## src/rtl/bru_pkg.sv

```systemverilog
package bru_pkg;

  typedef enum logic [1:0] {
    KIND_REL = 2'd0,
    KIND_ABS = 2'd1,
    KIND_IND = 2'd2,
    KIND_RSV = 2'd3
  } bru_kind_e;

  typedef struct packed {
    logic n;
    logic z;
    logic c;
    logic v;
  } bru_flags_t;

  localparam int CC_W = 4;

  localparam logic [CC_W-1:0] CC_EQ  = 4'd0;
  localparam logic [CC_W-1:0] CC_NE  = 4'd1;
  localparam logic [CC_W-1:0] CC_LT  = 4'd2;
  localparam logic [CC_W-1:0] CC_GE  = 4'd3;
  localparam logic [CC_W-1:0] CC_GT  = 4'd4;
  localparam logic [CC_W-1:0] CC_LE  = 4'd5;
  localparam logic [CC_W-1:0] CC_CS  = 4'd6;
  localparam logic [CC_W-1:0] CC_CC  = 4'd7;
  localparam logic [CC_W-1:0] CC_VS  = 4'd8;
  localparam logic [CC_W-1:0] CC_VC  = 4'd9;
  localparam logic [CC_W-1:0] CC_AL  = 4'd10;
  localparam logic [CC_W-1:0] CC_HI  = 4'd11;
  localparam logic [CC_W-1:0] CC_LS  = 4'd12;
  localparam logic [CC_W-1:0] CC_MI  = 4'd13;
  localparam logic [CC_W-1:0] CC_PL  = 4'd14;
  localparam logic [CC_W-1:0] CC_LNK = 4'd15;

  // Truth of a condition code for a flag set. The link code reads as true,
  // the caller decides whether that code is allowed for the kind at hand.
  function automatic logic cc_holds(input logic [CC_W-1:0] cc, input bru_flags_t f);
    logic sgn_lt;
    sgn_lt = f.n ^ f.v;
    unique case (cc)
      CC_EQ:   cc_holds = f.z;
      CC_NE:   cc_holds = ~f.z;
      CC_LT:   cc_holds = sgn_lt;
      CC_GE:   cc_holds = ~sgn_lt;
      CC_GT:   cc_holds = ~f.z & ~sgn_lt;
      CC_LE:   cc_holds = f.z | sgn_lt;
      CC_CS:   cc_holds = f.c;
      CC_CC:   cc_holds = ~f.c;
      CC_VS:   cc_holds = f.v;
      CC_VC:   cc_holds = ~f.v;
      CC_AL:   cc_holds = 1'b1;
      CC_HI:   cc_holds = ~f.c & ~f.z;
      CC_LS:   cc_holds = f.c | f.z;
      CC_MI:   cc_holds = f.n;
      CC_PL:   cc_holds = ~f.n;
      default: cc_holds = 1'b1;
    endcase
  endfunction

endpackage

```

## src/rtl/bru_cond.sv

```systemverilog
module bru_cond
  import bru_pkg::*;
(
  input  bru_kind_e        kind,
  input  logic [CC_W-1:0]  cond,
  input  bru_flags_t       flags,
  input  logic             link_req,
  output logic             take,
  output logic             want_link,
  output logic             illegal
);

  logic cc_true;
  logic is_lnk_code;

  assign cc_true     = cc_holds(cond, flags);
  assign is_lnk_code = (cond == CC_LNK);

  always_comb begin
    take      = 1'b0;
    want_link = 1'b0;
    illegal   = 1'b0;
    unique case (kind)
      KIND_REL: begin
        illegal = is_lnk_code;
        take    = cc_true & ~is_lnk_code;
      end
      KIND_ABS: begin
        take      = cc_true;
        want_link = is_lnk_code;
      end
      KIND_IND: begin
        take      = 1'b1;
        want_link = link_req;
      end
      default: begin
        illegal = 1'b1;
      end
    endcase
  end

endmodule

```

## src/rtl/bru_target.sv

```systemverilog
module bru_target
  import bru_pkg::*;
#(
  parameter int AW = 16,
  parameter int OW = 8
) (
  input  bru_kind_e        kind,
  input  logic             take,
  input  logic [AW-1:0]    pc,
  input  logic [OW-1:0]    rel_off,
  input  logic [AW-1:0]    abs_addr,
  input  logic [AW-1:0]    ind_addr,
  output logic [AW-1:0]    next_pc,
  output logic [AW-1:0]    seq_pc
);

  localparam int SHORT_BYTES = 2;
  localparam int LONG_BYTES  = 4;

  // Word distance turned into a byte address, wrapping at the top.
  function automatic logic [AW-1:0] rel_dest(input logic [AW-1:0] base,
                                             input logic [OW-1:0] off);
    logic [AW-1:0] ext;
    ext = AW'($signed(off));
    return base + (ext << 1);
  endfunction

  function automatic logic [AW-1:0] step_over(input logic [AW-1:0] base, input logic is_long);
    return base + (is_long ? AW'(LONG_BYTES) : AW'(SHORT_BYTES));
  endfunction

  assign seq_pc = step_over(pc, kind == KIND_ABS);

  always_comb begin
    next_pc = seq_pc;
    if (take) begin
      unique case (kind)
        KIND_REL: next_pc = rel_dest(pc, rel_off);
        KIND_ABS: next_pc = abs_addr;
        KIND_IND: next_pc = ind_addr;
        default:  next_pc = seq_pc;
      endcase
    end
  end

endmodule

```

## src/rtl/bru_unit.sv

```systemverilog
module bru_unit
  import bru_pkg::*;
#(
  parameter int AW = 16,
  parameter int OW = 8
) (
  input  logic            clk,
  input  logic            rst_n,
  input  logic            req_valid,
  input  logic [1:0]      kind,
  input  logic [3:0]      cond,
  input  logic [3:0]      flags,
  input  logic [OW-1:0]   rel_off,
  input  logic [AW-1:0]   abs_addr,
  input  logic [AW-1:0]   ind_addr,
  input  logic            link_req,
  input  logic [AW-1:0]   pc,
  output logic            out_valid,
  output logic            out_taken,
  output logic [AW-1:0]   out_next_pc,
  output logic            out_link_we,
  output logic [AW-1:0]   out_link_val,
  output logic            out_bad
);

  bru_kind_e  kind_e;
  bru_flags_t flags_s;

  assign kind_e  = bru_kind_e'(kind);
  assign flags_s = bru_flags_t'(flags);

  // Named internal events, visible to the assertions below.
  logic          ev_take;
  logic          ev_link;
  logic          ev_illegal;
  logic [AW-1:0] ev_dest;
  logic [AW-1:0] ev_seq;

  bru_cond u_cond (
    .kind      (kind_e),
    .cond      (cond),
    .flags     (flags_s),
    .link_req  (link_req),
    .take      (ev_take),
    .want_link (ev_link),
    .illegal   (ev_illegal)
  );

  bru_target #(.AW(AW), .OW(OW)) u_target (
    .kind     (kind_e),
    .take     (ev_take),
    .pc       (pc),
    .rel_off  (rel_off),
    .abs_addr (abs_addr),
    .ind_addr (ind_addr),
    .next_pc  (ev_dest),
    .seq_pc   (ev_seq)
  );

  always_ff @(posedge clk) begin
    if (!rst_n || !req_valid) begin
      out_valid    <= 1'b0;
      out_taken    <= 1'b0;
      out_next_pc  <= '0;
      out_link_we  <= 1'b0;
      out_link_val <= '0;
      out_bad      <= 1'b0;
    end else begin
      out_valid    <= 1'b1;
      out_taken    <= ev_take;
      out_next_pc  <= ev_dest;
      out_link_we  <= ev_link;
      out_link_val <= ev_link ? ev_seq : '0;
      out_bad      <= ev_illegal;
    end
  end

  p_link_needs_take_r12: assert property (@(posedge clk) disable iff (!rst_n)
    out_link_we |-> out_taken);

  p_bad_not_taken_r7: assert property (@(posedge clk) disable iff (!rst_n)
    out_bad |-> !out_taken);

  p_idle_quiet_r2: assert property (@(posedge clk) disable iff (!rst_n)
    !req_valid |=> (!out_valid && !out_taken && !out_link_we && !out_bad &&
                    out_next_pc == '0 && out_link_val == '0));

  p_ind_follow_r10: assert property (@(posedge clk) disable iff (!rst_n)
    (req_valid && kind == 2'd2) |=> (out_taken && out_next_pc == $past(ind_addr)));

  p_always_code_r3: assert property (@(posedge clk) disable iff (!rst_n)
    (req_valid && !kind[1] && cond == 4'd10) |=> out_taken);

  p_abs_link_r9: assert property (@(posedge clk) disable iff (!rst_n)
    (req_valid && kind == 2'd1 && cond == 4'd15) |=>
      (out_link_we && out_link_val == AW'($past(pc) + AW'(4))));

  p_rsv_bad_r11: assert property (@(posedge clk) disable iff (!rst_n)
    (req_valid && kind == 2'd3) |=> (out_bad && !out_link_we));

endmodule

```

## config.mk

```make
export PLATFORM = sky130hd
export DESIGN_NAME = bru_unit
export DESIGN_NICKNAME = d
export VERILOG_FILES = /design/src/rtl/bru_pkg.sv /design/src/rtl/bru_cond.sv /design/src/rtl/bru_target.sv /design/src/rtl/bru_unit.sv
export SDC_FILE = /design/constraint.sdc
export NUM_CORES = 1
export LEC_CHECK = 0
export BUFFER_PORTS_ARGS = -buffer_cell sky130_fd_sc_hd__buf_2
export CAP_MARGIN = 20
export CORE_UTILIZATION = 53
export CTS_CLUSTER_DIAMETER = 30
export DETAILED_ROUTE_END_ITERATION = 16
export PLACE_DENSITY = 0.84
export SETUP_SLACK_MARGIN = 0.15
export SLEW_MARGIN = 20
export SYNTH_ARGS = -nofsm -noshare
export SYNTH_HDL_FRONTEND = slang
export SYNTH_SLANG_ARGS = --single-unit
```

## constraint.sdc

```tcl
create_clock -name clk -period 4.2 [get_ports clk]
set_clock_uncertainty 0.1 [all_clocks]
set_input_delay 0.21 -clock clk [delete_from_list [all_inputs] [get_ports clk]]
set_output_delay 0.21 -clock clk [all_outputs]
set_load 0.02 [all_outputs]
```

Word-level counts from Yosys, hierarchy flattened:

Cells that the tools add are included.

* bits in registers: 36
* bits of input ports: 70
* output and inout port bits: 36
* word-level logic and storage cells: 52

* add/subtract/negate cells: 2
* equal/unequal tests: 16
* mux-type cells: 8
* bitwise operators: 13
* reduce and logical (&&, ||, !) cells: 7

Operators by type and width (number)
* 16-bit one-hot mux with 3 select lines: 1
* 16-bit adder: 2
* 4-bit == test, second input constant: 7
* 4-bit by 3-bit == test with 1-bit output, second input constant: 4
* 16-bit two-way mux: 1
* 1-bit one-hot mux with 14 select lines: 1
* 4-bit by 2-bit == test with 1-bit output, second input constant: 2
* 1-bit inverter: 7
* 4-bit by 1-bit == test with 1-bit output, second input constant: 1
* 4-bit logical NOT: 1
* 1-bit one-hot mux with 2 select lines: 2
* 2-bit OR reduction: 2
* 1-bit bitwise AND: 3
* 3-bit two-way mux: 1
* 1-bit one-hot mux with 3 select lines: 1
* 2-bit by 1-bit == test with 1-bit output, second input constant: 1
* 2-bit == test, second input constant: 1
* 1-bit logical NOT: 2
* 2-bit logical NOT: 1
* 1-bit bitwise OR: 2
* 1-bit logical OR: 1
* 1-bit two-way mux: 1
* 1-bit XOR: 1

Logic depth before layout (Yosys ltp):

* depth after elaboration: 7
* depth in mapped cells: 12
* gate-level depth less buffers: 11

Cells and area by module:

From an unflattened synthesis, not the netlist that was laid out.

* cells, all modules: 362
* area, all modules: 2949.1 um^2

By module, submodules not included
* bru_target: instances 1, cells each 240, area each 1590.3 um^2
* bru_unit: instances 1, cells each 79, area each 1056.0 um^2
* bru_cond: instances 1, cells each 43, area each 302.8 um^2

Worst setup path after synthesis:

OpenSTA, ideal clock, no wires.

* path type: in2reg
* from: input kind[1]
* to: register out_next_pc[13]
* setup time: 0.119 ns
* arrival time: 2.165 ns
* setup slack: 1.816 ns
* stages on the path: 11
* buffers on the path: 1
* cells stage by stage: inv_1 ha_1 clkbuf_1 inv_1 ha_1 inv_1 fa_1 or2_2 nor3_1 xor2_1 o221a_1

* word-level cells in the longest chain between the ends: 5
* elaborated cells on any way between the ends: 8

Ends and longest elaborated chain
* start: declaration: RTL line bru_unit.sv:10 `input logic [1:0] kind,`
* 2-bit by 1-bit == test with 1-bit output: RTL line bru_cond.sv:23, bru_target.sv:32, bru_target.sv:37
* 3-bit two-way mux: RTL line bru_target.sv:29 `return base + (is_long ? AW'(LONG_BYTES) : AW'(SHORT_BYTES));`
* 16-bit adder: RTL line bru_target.sv:29
* 16-bit one-hot mux with 3 select lines: RTL line bru_target.sv:37 `unique case (kind)`
* 16-bit two-way mux *: RTL line bru_target.sv:36 `if (take) begin`
* end signal: assignment: RTL line bru_unit.sv:71 `out_next_pc <= ev_dest;`
* end: declaration: RTL line bru_unit.sv:20 `output logic [AW-1:0] out_next_pc,`

Mark *: on every way between the ends. The rest lies on a longest branch, timed or not.
A chain may end at the register's enable or synchronous reset.

Final worst setup path:

* from: input kind[0]
* to: register out_next_pc[3]

The elaborated chain is that of the path after synthesis.

==> results_dict.tcl <==
set metrics [dict create \
    status "completed" \
    wl_per_cell_um 15.0 \
    maxSlewViolCount 0 \
    period_needed_ns 2.54 \
    wl_mm 7.09 \
    ys_types 57 \
    core_mm2 0.00479 \
    crit_path_end_kind "register" \
    die_y_um 72.8 \
    combPwrFrac 0.318 \
    diodes 0 \
    cts_buffers 5 \
    ctsHoldBuffers 0 \
    syn_to_final_growth_pct 24.7 \
    clk_pin_slew_ns 0.08 \
    clock_path_buffers 2 \
    io_buffer_count 105 \
    startpoint_type "input port" \
    drive_gt1_frac 0.321 \
    vias 2732 \
    register_area_um2 721 \
    syn_inst 303 \
    io_pins 106 \
    tns_ns 0 \
    hpwlAfterDp_mm 5.49 \
    postCtsSetupRepairBufs 0 \
    worst_pin_slew_ns 0.815 \
    final_nets 496 \
    numClockSinks 36 \
    syn-cell-area_mm2 0.00266 \
    yosys_most_used_dff "dfxtp_1" \
    hp-class "in -> reg" \
    num_rows 25 \
    max_slew_margin 0.456 \
    p_int_w 0.000659 \
    max_freq_ghz 0.394 \
    critPathArrivalTime_ns 2.66 \
    dr.pass1.iters 6 \
    grt_max_degree 31 \
    post_cts_resized 0 \
    drt_iter0_drc 211 \
    grt_first_pass_wirelength_mm 11.0 \
    ant_nets 0 \
    ys_ff_latch 36 \
    start_util 0.556 \
    async_reset_ff_frac 0 \
    powerDensity_mw_per_mm2 292 \
    seqPwrFrac 0.370 \
    synth_warnings 0 \
    crit_fanout 30 \
    ir_drop_mv 0.190 \
    power_w 0.000967 \
    finalSetupViolations 0 \
    die_w_um 72.8 \
    switchingPower_w 0.000308 \
    multi_input_area_mm2 0.00181 \
    finalCritPeriodShare 0.604 \
    htreeDepth 2 \
    cts_tree "done" \
    grt_pass1_vias 2405 \
    synth_edf_count 0 \
    ys_seq_area_frac 0.271 \
    drc_errors 0 \
    grt_antenna_before_repair 0 \
    rsz0062_at_grt "false" \
    vias_per_cell 5.79 \
    maxCapViolCount 0 \
    overflow 0 \
    p_leak_nw 1.55 \
    syn-num-nets 395 \
    fillers 408 \
    avgSynthCellArea_um2 8.77 \
    globalRouteTotalUtil 0.270 \
    required_ns 4.32 \
    gp_congestion 0.852 \
    die_area_mm2 0.00530 \
    pwr-share-clk 0.312 \
    crit_type "in -> reg" \
    hold_violations 0 \
    clockRootBuffer "clkbuf_8" \
    p_sw_frac 0.318 \
]
-- cell families after synthesis --
kind of cell    share of synthesized area
buf+inv                            0.0471
compound gates                      0.246
flops                               0.271
mux                                0.0245
fa+ha+maj                           0.109
xor+xnor                           0.0922
simple gates                        0.210
-- per-layer routing --
metal	GRT usage	vias up	wire, um
li1	-	1320	-
met5	0	-	0
met4	0.0806	0	108
met3	0.0331	13	472
met1	0.356	1273	3210
met2	0.462	126	3300
-- placed cells by master, fill, tap and decap left out, drive strengths merged, types with 3 or more instances in the layout --
master,instances
a211oi,11
o21ai,16
clkbuf,5
nand2b,4
nor2,25
o211ai,5
a21o,7
inv,11
ha,20
xnor2,17
mux2,4
dfxtp,36
nor2b,11
a21oi,13
xor2,11
a22oi,5
a311oi,3
nor3,8
a222oi,10
and4,5
and3,6
and2,9
nand2,15
buf,107
nand3,7
-- worst paths after layout --
| kind | startpoint | to | slack [ns] | cells after the start |
|---|---|---|---|---|
| worst max-delay path | kind[0] | out_next_pc[3] | 1.66 | 9 |
| worst min-delay path | pc[0] | out_link_val[0] | 0.04 | 2 |
-- cells in the mapped netlist (2+ instances only) --
| library cell | count | area [um^2] |
|---|---|---|
| o21bai_1 | 2 | 15.0 |
| mux2i_1 | 2 | 20.0 |
| o211ai_1 | 5 | 37.5 |
| a222oi_1 | 10 | 100 |
| a22oi_1 | 5 | 37.5 |
| xor2_1 | 11 | 96.3 |
| or2_2 | 2 | 12.5 |
| a21o_1 | 7 | 52.6 |
| a211oi_1 | 5 | 37.5 |
| nand3_1 | 7 | 35.0 |
| nand3b_1 | 2 | 15.0 |
| and3_1 | 6 | 37.5 |
| o21ai_0 | 16 | 80.1 |
| fa_1 | 2 | 40.0 |
| buf_6 | 4 | 45.0 |
| nor3_1 | 7 | 35.0 |
| xnor2_1 | 17 | 149 |
| and2_1 | 9 | 56.3 |
| nor2b_1 | 10 | 62.6 |
| mux2_1 | 3 | 33.8 |
| nor3b_1 | 2 | 15.0 |
| a21oi_1 | 13 | 65.1 |
| nand4_1 | 2 | 12.5 |
| nand2_1 | 15 | 56.3 |
| inv_1 | 11 | 41.3 |
| clkbuf_1 | 7 | 26.3 |
| nand2b_1 | 4 | 25.0 |
| ha_1 | 20 | 250 |
| a211oi_2 | 6 | 75.1 |
| dfxtp_1 | 36 | 721 |
| and4_1 | 5 | 43.8 |
| nor2_1 | 25 | 93.8 |
-- worst max-delay path, stage by stage --
cell and delay, ns:
buf_2 0.12, inv_1 0.07, ha_1 0.69, o21ai_0 0.23, nor3b_1 0.22, a311oi_4 0.28
buf_4 0.36, mux2_1 0.36, nor2_1 0.10
-- per-stage QoR --
stage               area [um^2]  hold slack [ns]  cells   util  setup slack [ns]
global placement           3200            0.341    464  0.669              1.51
finish                     3310           0.0404    472  0.693              1.66
floorplan                  2660            0.232    303      -              1.82
detailed placement         3200            0.337    464  0.669              1.36
global route               3310           0.0455    472  0.693              1.40
CTS                        3310           0.0366    472  0.693              1.67
-- flip-flops by register name, summed over array words and instances, names as in the netlist --
name and flops:
out_next_pc 16, out_valid 1, out_link_we 1, out_link_val 16
out_taken 1, out_bad 1
-- layout make-up --
class / instances / area share
Clock inverter: 3 / 0.0128
Inverter: 12 / 0.0136
Timing Repair Buffer: 107 / 0.163
Clock buffer: 5 / 0.0208
Sequential cell: 36 / 0.217
Multi-Input combinational cell: 242 / 0.547
Tap cell: 67 / 0.0253
-- power by group through the flow --
stage | registers [W] | clock network (W) | logic (W)
2_1_floorplan | 0.000383 | 0 | 0.000190
3_3_place_gp | 0.000366 | 0 | 0.000293
3_5_place_dp | 0.000366 | 0 | 0.000301
4_1_cts | 0.000358 | 0.000301 | 0.000303
5_1_grt | 0.000358 | 0.000315 | 0.000335
6_report | 0.000358 | 0.000302 | 0.000308
Power figures use the tool's default switching activity.
